File: src/rtl/boot_pkg.sv
package boot_pkg;
  localparam logic [15:0] BOOT_VEC  = 16'hFF00;
  localparam logic [15:0] ROM_BASE  = 16'hE000;
  localparam int          N_USB_REG = 2;
  localparam logic [15:0] USB_REG [N_USB_REG] = '{16'hC090, 16'hC0B0};

  // GPIO test-drive groups, inclusive bit ranges
  localparam int N_TST_GRP = 2;
  localparam int TST_LO [N_TST_GRP] = '{8, 19};
  localparam int TST_HI [N_TST_GRP] = '{15, 24};

  typedef enum logic [2:0] {
    ST_HOLD,
    ST_DELAY,
    ST_FETCH0,
    ST_FETCH1,
    ST_RUN
  } boot_st_e;
endpackage

File: src/rtl/rst_pin_filter.sv
module rst_pin_filter #(
  parameter int MIN_LOW = 16
) (
  input  logic clk_i,
  input  logic rst_ni,
  input  logic pin_ni,
  output logic qual_o,
  output logic qual_rise_o
);
  localparam int CW = $clog2(MIN_LOW + 1);

  logic [1:0]    sync_q;
  logic [CW-1:0] cnt_q;
  logic          pin_low;

  assign pin_low = ~sync_q[1];

  always_ff @(posedge clk_i or negedge rst_ni) begin
    if (!rst_ni) begin
      sync_q <= 2'b11;
      cnt_q  <= '0;
    end else begin
      sync_q <= {sync_q[0], pin_ni};
      if (!pin_low)                   cnt_q <= '0;
      else if (cnt_q != CW'(MIN_LOW)) cnt_q <= cnt_q + 1'b1;
    end
  end

  assign qual_o      = (cnt_q == CW'(MIN_LOW));
  assign qual_rise_o = pin_low && (cnt_q == CW'(MIN_LOW - 1));
endmodule

File: src/rtl/boot_fsm.sv
module boot_fsm
  import boot_pkg::*;
#(
  parameter int BOOT_DLY = 40,
  parameter int GPIO_WIN = 12
) (
  input  logic        clk_i,
  input  logic        rst_ni,
  input  logic        rst_req_i,
  output logic        cpu_hold_o,
  output logic        fetch_valid_o,
  output logic [15:0] fetch_addr_o,
  output logic        test_win_o
);
  localparam int DW = $clog2(BOOT_DLY + 1);
  localparam int WW = $clog2(GPIO_WIN + 1);

  boot_st_e      st_q;
  logic [DW-1:0] dly_q;
  logic [WW-1:0] win_q;

  always_ff @(posedge clk_i or negedge rst_ni) begin
    if (!rst_ni) begin
      st_q  <= ST_DELAY;
      dly_q <= '0;
      win_q <= '0;
    end else if (rst_req_i) begin
      st_q  <= ST_HOLD;
      dly_q <= '0;
      win_q <= '0;
    end else begin
      unique case (st_q)
        ST_HOLD:  st_q <= ST_DELAY;
        ST_DELAY: begin
          if (dly_q == DW'(BOOT_DLY - 1)) begin
            st_q  <= ST_FETCH0;
            dly_q <= '0;
          end else begin
            dly_q <= dly_q + 1'b1;
          end
        end
        ST_FETCH0: st_q <= ST_FETCH1;
        ST_FETCH1: begin
          st_q  <= ST_RUN;
          win_q <= WW'(GPIO_WIN - 1);
        end
        ST_RUN: if (win_q != '0) win_q <= win_q - 1'b1;
        default: st_q <= ST_HOLD;
      endcase
    end
  end

  assign cpu_hold_o    = (st_q == ST_HOLD) || (st_q == ST_DELAY);
  assign fetch_valid_o = (st_q == ST_FETCH0) || (st_q == ST_FETCH1);
  assign fetch_addr_o  = (st_q == ST_FETCH0) ? BOOT_VEC :
                         (st_q == ST_FETCH1) ? ROM_BASE : 16'h0000;
  assign test_win_o    = (st_q == ST_FETCH1) || ((st_q == ST_RUN) && (win_q != '0));
endmodule

File: src/rtl/usb_clr_seq.sv
module usb_clr_seq
  import boot_pkg::*;
(
  input  logic        clk_i,
  input  logic        rst_ni,
  input  logic        usb_reset_i,
  input  logic        full_i,
  output logic        clr_o,
  output logic [15:0] addr_o
);
  localparam int IW = $clog2(N_USB_REG + 1);

  // 0 = idle, k = clearing register k-1
  logic [IW-1:0] idx_q;
  logic [15:0]   addr_sel [N_USB_REG+1];

  always_ff @(posedge clk_i or negedge rst_ni) begin
    if (!rst_ni)                             idx_q <= '0;
    else if (full_i)                         idx_q <= '0;
    else if (idx_q == '0)                    idx_q <= usb_reset_i ? IW'(1) : '0;
    else if (idx_q == IW'(N_USB_REG))        idx_q <= '0;
    else                                     idx_q <= idx_q + 1'b1;
  end

  assign addr_sel[0] = 16'h0000;
  for (genvar g = 0; g < N_USB_REG; g++) begin : g_addr
    assign addr_sel[g+1] = USB_REG[g];
  end

  assign clr_o  = (idx_q != '0);
  assign addr_o = addr_sel[idx_q];
endmodule

File: src/rtl/boot_reset_seq.sv
module boot_reset_seq
  import boot_pkg::*;
#(
  parameter int MIN_LOW_CYC  = 16,
  parameter int BOOT_DLY_CYC = 2400000,
  parameter int GPIO_WIN_CYC = 36000,
  parameter int GPIO_W       = 32
) (
  input  logic              clk_i,
  input  logic              rst_ni,
  input  logic              rst_pin_ni,
  input  logic              usb_reset_i,
  output logic              full_rst_o,
  output logic              usb_clr_o,
  output logic [15:0]       usb_clr_addr_o,
  output logic              cpu_hold_o,
  output logic              fetch_valid_o,
  output logic [15:0]       fetch_addr_o,
  output logic [GPIO_W-1:0] gpio_test_oe_o
);
  logic qual, qual_rise, full_now, test_win;
  logic por_q, full_q;

  rst_pin_filter #(.MIN_LOW(MIN_LOW_CYC)) u_filt (
    .clk_i       (clk_i),
    .rst_ni      (rst_ni),
    .pin_ni      (rst_pin_ni),
    .qual_o      (qual),
    .qual_rise_o (qual_rise)
  );

  // power-on reset bypasses the qualifier
  always_ff @(posedge clk_i or negedge rst_ni) begin
    if (!rst_ni) begin
      por_q  <= 1'b1;
      full_q <= 1'b1;
    end else begin
      por_q  <= 1'b0;
      full_q <= por_q | qual_rise;
    end
  end

  assign full_now   = por_q | qual_rise;
  assign full_rst_o = full_q;

  boot_fsm #(.BOOT_DLY(BOOT_DLY_CYC), .GPIO_WIN(GPIO_WIN_CYC)) u_fsm (
    .clk_i         (clk_i),
    .rst_ni        (rst_ni),
    .rst_req_i     (qual | qual_rise),
    .cpu_hold_o    (cpu_hold_o),
    .fetch_valid_o (fetch_valid_o),
    .fetch_addr_o  (fetch_addr_o),
    .test_win_o    (test_win)
  );

  usb_clr_seq u_usb (
    .clk_i       (clk_i),
    .rst_ni      (rst_ni),
    .usb_reset_i (usb_reset_i),
    .full_i      (full_now),
    .clr_o       (usb_clr_o),
    .addr_o      (usb_clr_addr_o)
  );

  for (genvar i = 0; i < GPIO_W; i++) begin : g_oe
    localparam bit IN_GRP = ((i >= TST_LO[0]) && (i <= TST_HI[0])) ||
                            ((i >= TST_LO[1]) && (i <= TST_HI[1]));
    if (IN_GRP) begin : g_drv
      assign gpio_test_oe_o[i] = test_win;
    end else begin : g_off
      assign gpio_test_oe_o[i] = 1'b0;
    end
  end
endmodule

File: config.mk
export PLATFORM = sky130hd
export DESIGN_NAME = boot_reset_seq
export DESIGN_NICKNAME = d
export VERILOG_FILES = /design/src/rtl/boot_pkg.sv /design/src/rtl/rst_pin_filter.sv /design/src/rtl/boot_fsm.sv /design/src/rtl/usb_clr_seq.sv /design/src/rtl/boot_reset_seq.sv
export SDC_FILE = /design/constraint.sdc
export NUM_CORES = 1
export LEC_CHECK = 0
export ABC_AREA = 0
export ABC_CLOCK_PERIOD_IN_PS = 2300
export BUFFER_PORTS_ARGS = -buffer_cell sky130_fd_sc_hd__buf_4
export CORE_MARGIN = 1
export CORE_UTILIZATION = 38
export CTS_CLUSTER_SIZE = 20
export DETAILED_ROUTE_END_ITERATION = 10
export PLACE_DENSITY = 0.71
export SETUP_SLACK_MARGIN = 0.2
export SLEW_MARGIN = 20
export SYNTH_ARGS = -nofsm -noshare
export SYNTH_HDL_FRONTEND = slang
export SYNTH_SLANG_ARGS = --single-unit
File: constraint.sdc
create_clock -name clk_i -period 2.3 [get_ports clk_i]
set_input_delay 0.23 -clock clk_i [delete_from_list [all_inputs] [get_ports clk_i]]
set_output_delay 0.23 -clock clk_i [all_outputs]
set_load 0.03 [all_outputs]
==> impl_metrics.py <==
metrics = {
    "power_and_ir_drop": {
        "power_switching_share_pct": 30.2,
        "cell_internal_pwr_uw": 1400,
        "totalPowerFinal_uw": 2000,
        "p_leak_uw": 0.00193,
        "pwr_density_cell_nw_per_um2": 477,
        "share_clk_of_total_power_pct": 32.9,
        "vdd_drop_max_mv": 0.298,
        "power.sequential.fraction_pct": 54.2,
        "combPwrFrac_pct": 12.9,
        "net-switching-power_uw": 603,
    },
    "route": {
        "drt-wirelength-per-cell_um": 15.2,
        "detailedRoute.firstIterationViolations": 320,
        "vias": 2962,
        "viasPerCell": 5.54,
        "drt_drc_violations_left": 0,
        "detail-route-antenna-nets": 0,
        "drt-total-wl_mm": 8.14,
        "first_pass_iters": 5,
    },
    "timing": {
        "final.setup.tns_ns": 0,
        "final_report_max_slew_violation_count": 0,
        "maxClockFrequency_ghz": 0.470,
        "rsz_0062_raised_after_global_routing": "yes",
        "timing.final.setup_violations": 0,
        "final_hold_viol_count": 0,
        "worstMarginPinSlew_ns": 0.684,
        "finalClockSkew_ns": 0.0123,
        "finalWorstPathRequiredPeriod_ns": 2.13,
        "hold-worst-slack_ns": 0.164,
        "final_worst_path_cycle_share_pct": 92.5,
        "slew_headroom_pct": 54.4,
    },
    "yosys": {
        "ys_seq_area_share_pct": 39.3,
        "number_of_distinct_library_cells_after_synthesis": 54,
        "syn_inst": 369,
        "netlist_area_before_placement_um2": 3330,
        "synth_warnings": 0,
        "synthArstFlopShare_pct": 100,
        "ys_seq_elements": 52,
        "edff_count_synth": 0,
        "post_synthesis_average_cell_area_um2": 9.02,
        "postSynth.topFlopCell": "dfrtp_1",
    },
    "clocking": {
        "cts_made_buffers": 5,
        "clkLatencyLatePin_ns": 0.31,
        "cts_max_level": 2,
        "numClockSinks": 52,
        "cts_tree": "yes",
        "clock_tree.root_cell": "clkbuf_8",
        "clk_transition_reported_paths_ns": 0.10,
        "max-clock-path-buffers": 2,
    },
    "critical_path": {
        "worst_path_largest_cell_delay_ns": 0.56,
        "r2r_start": "u_fsm.win_q[1]",
        "reg2regPathDepth": 5,
        "critical_path.most_common_cell": "or4_4",
        "critPathCaptureType": "flip-flop",
        "critical_path_required_ns": 2.51,
        "worst_path_max_delay_cell": "or4_4",
        "cp_data_arrival_time_ns": 2.34,
        "critPathKind": "flip-flop to flip-flop",
        "reg2reg_setup_slack_ns": 0.17,
        "startpoint_type": "flip-flop",
        "timing.critical_path.cells": "or4_4, or4_4, o31ai_4, a21oi_1, a211oi_1",
        "critical_path_peak_fanout": 5,
        "r2r-end": "u_fsm.win_q[15]",
    },
    "layout": {
        "mostFrequentLayoutCell": "buf_4",
        "final_layout_size_suffix_gt1_share_pct": 31.6,
        "antenna-diode-count": 0,
        "most-common-layout-cells": "buf_4 (64), dfrtp_1 (45), conb_1 (38)",
        "final_core_utilization_pct": 50.3,
        "finalNetCount": 441,
        "syn_to_final_growth_pct": 26.0,
        "final.fill_count": 752,
    },
    "floorplanning": {
        "initial_utilization_pct": 39.9,
        "die_width_um": 95.6,
        "die-area_um2": 9140,
        "io_pins": 72,
        "site_row_count": 33,
        "core_region_area_um2": 8340,
        "fp.dieH_um": 95.6,
    },
    "global_route": {
        "grt_pass1_wl_mm": 12.4,
        "grt_overflow": 0,
        "pin_count_of_the_biggest_net_entering_global_routing": 53,
        "antenna_found_initial": 0,
        "grt_pass1_vias": 2545,
        "grtUsageTotal_pct": 17.2,
    },
    "placement": {
        "io_buffers": 34,
        "post-dp-hpwl_mm": 4.80,
        "routabilityCongestion": 0.877,
    },
    "worst_hold_path": {
        "hold_path_depth": 2,
        "whs_endpoint": "u_usb.idx_q[0]",
        "hold_path_class": "input port to flip-flop",
        "holdCritStartpoint": "usb_reset_i",
    },
    "outcome": {
        "run_status": "complete, no violations",
    },
    "flow_run": {
        "maxCapViolations": 0,
    },
}
==> critical path: cells and delay by family (launching register included) <==
family	cells	cell delay (ns)
and+or+nand+nor	2	1.05
AOI/OAI and AO/OA	3	0.56
DFF	1	0.41
==> stage by stage <==
step | worst slack, ns | instance area (um2) | cells
2_1_floorplan | 0.240 | 3480 | 406
3_3_place_gp | 0.173 | 3530 | 495
6_report | 0.173 | 4190 | 535
4_1_cts | 0.145 | 3900 | 519
3_5_place_dp | 0.0854 | 3530 | 495
5_1_grt | 0.111 | 4190 | 535
==> power by group through the flow <==
stage / registers (uW) / clock network, uW / logic [uW]
after floorplan: 1070 / 0 / 238
after global placement: 1080 / 0 / 230
after detailed placement: 1090 / 0 / 238
after CTS: 1070 / 666 / 245
after global routing: 1090 / 708 / 285
final: 1080 / 657 / 257
==> layout make-up <==
cell class	instances	area (um2)	area share, %
multi-input cells	271	1820	43.4
flip-flops and latches	52	1310	31.2
repair buffers	86	773	18.4
well taps	105	131	3.13
clock buffers	6	72.6	1.73
inverters	13	48.8	1.16
clock inverters	2	38.8	0.925
==> worst max-delay path by stage <==
stage                     slack, ns            start         endpoint
final                          0.17   u_fsm.win_q[1]  u_fsm.win_q[15]
after global routing           0.11   u_fsm.win_q[2]  u_fsm.win_q[15]
after CTS                      0.15  u_filt.cnt_q[0]  u_fsm.dly_q[21]
after detailed placement       0.09   u_fsm.win_q[0]  u_fsm.win_q[10]
after global placement         0.17   u_fsm.win_q[0]  u_fsm.win_q[10]
after floorplan                0.24  u_filt.cnt_q[0]  u_fsm.dly_q[21]
==> cells in the mapped netlist (all sizes together), types with 10 or more instances <==
master,count,area share [%]
a21oi,27,4.1
a31oi,14,2.6
and3,10,1.9
buf,65,15
dfrtp,47,35
inv,13,1.5
nand2,29,3.3
nand3,19,2.9
nor2,14,1.6
nor3,12,1.8
o21ai,14,2.1
==> what timing repair did <==
item                                    in CTS  in global routing
resized for setup                           24                 35
endpoints found under the setup margin      38                 42
setup buffers                               13                 14
gates cloned                                 2                  1
hold buffers                                 1                  1
endpoints found under the hold margin       47                  1
pin swaps                                    4                 10
==> registers in the layout, indices dropped and copies added (netlist names) <==
| signal | cells |
|---|---|
| u_fsm.win_q | 16 |
| u_usb.idx_q | 2 |
| full_rst_o | 1 |
| u_filt.cnt_q | 5 |
| u_filt.sync_q | 2 |
| u_fsm.dly_q | 22 |
| u_fsm.st_q | 3 |
| por_q | 1 |
==> per-layer routing <==
| layer | global-route usage, % | wire length (um) | vias up |
|---|---|---|---|
| met5 | 0 | 0 | - |
| met4 | 3.61 | 94 | 0 |
| met3 | 2.63 | 409 | 11 |
| met2 | 28.0 | 4040 | 128 |
| met1 | 24.0 | 3590 | 1453 |
| li1 | - | - | 1370 |
==> cell families (layout without fill, tap and decap cells) <==
kind of cell             Yosys count  after routing  synth area share, %
adder cells (fa/ha/maj)            8              8                 3.01
other                              1             38                0.113
buffers and inverters             84            107                 16.7
AND/OR/NAND/NOR                  138            138                 24.2
XOR/XNOR                           2              2                0.526
flip-flops                        52             52                 39.3
AO/OA/AOI/OAI                     82             83                 15.5
multiplexers                       2              2                0.602
(Power assumes the default switching activity.)
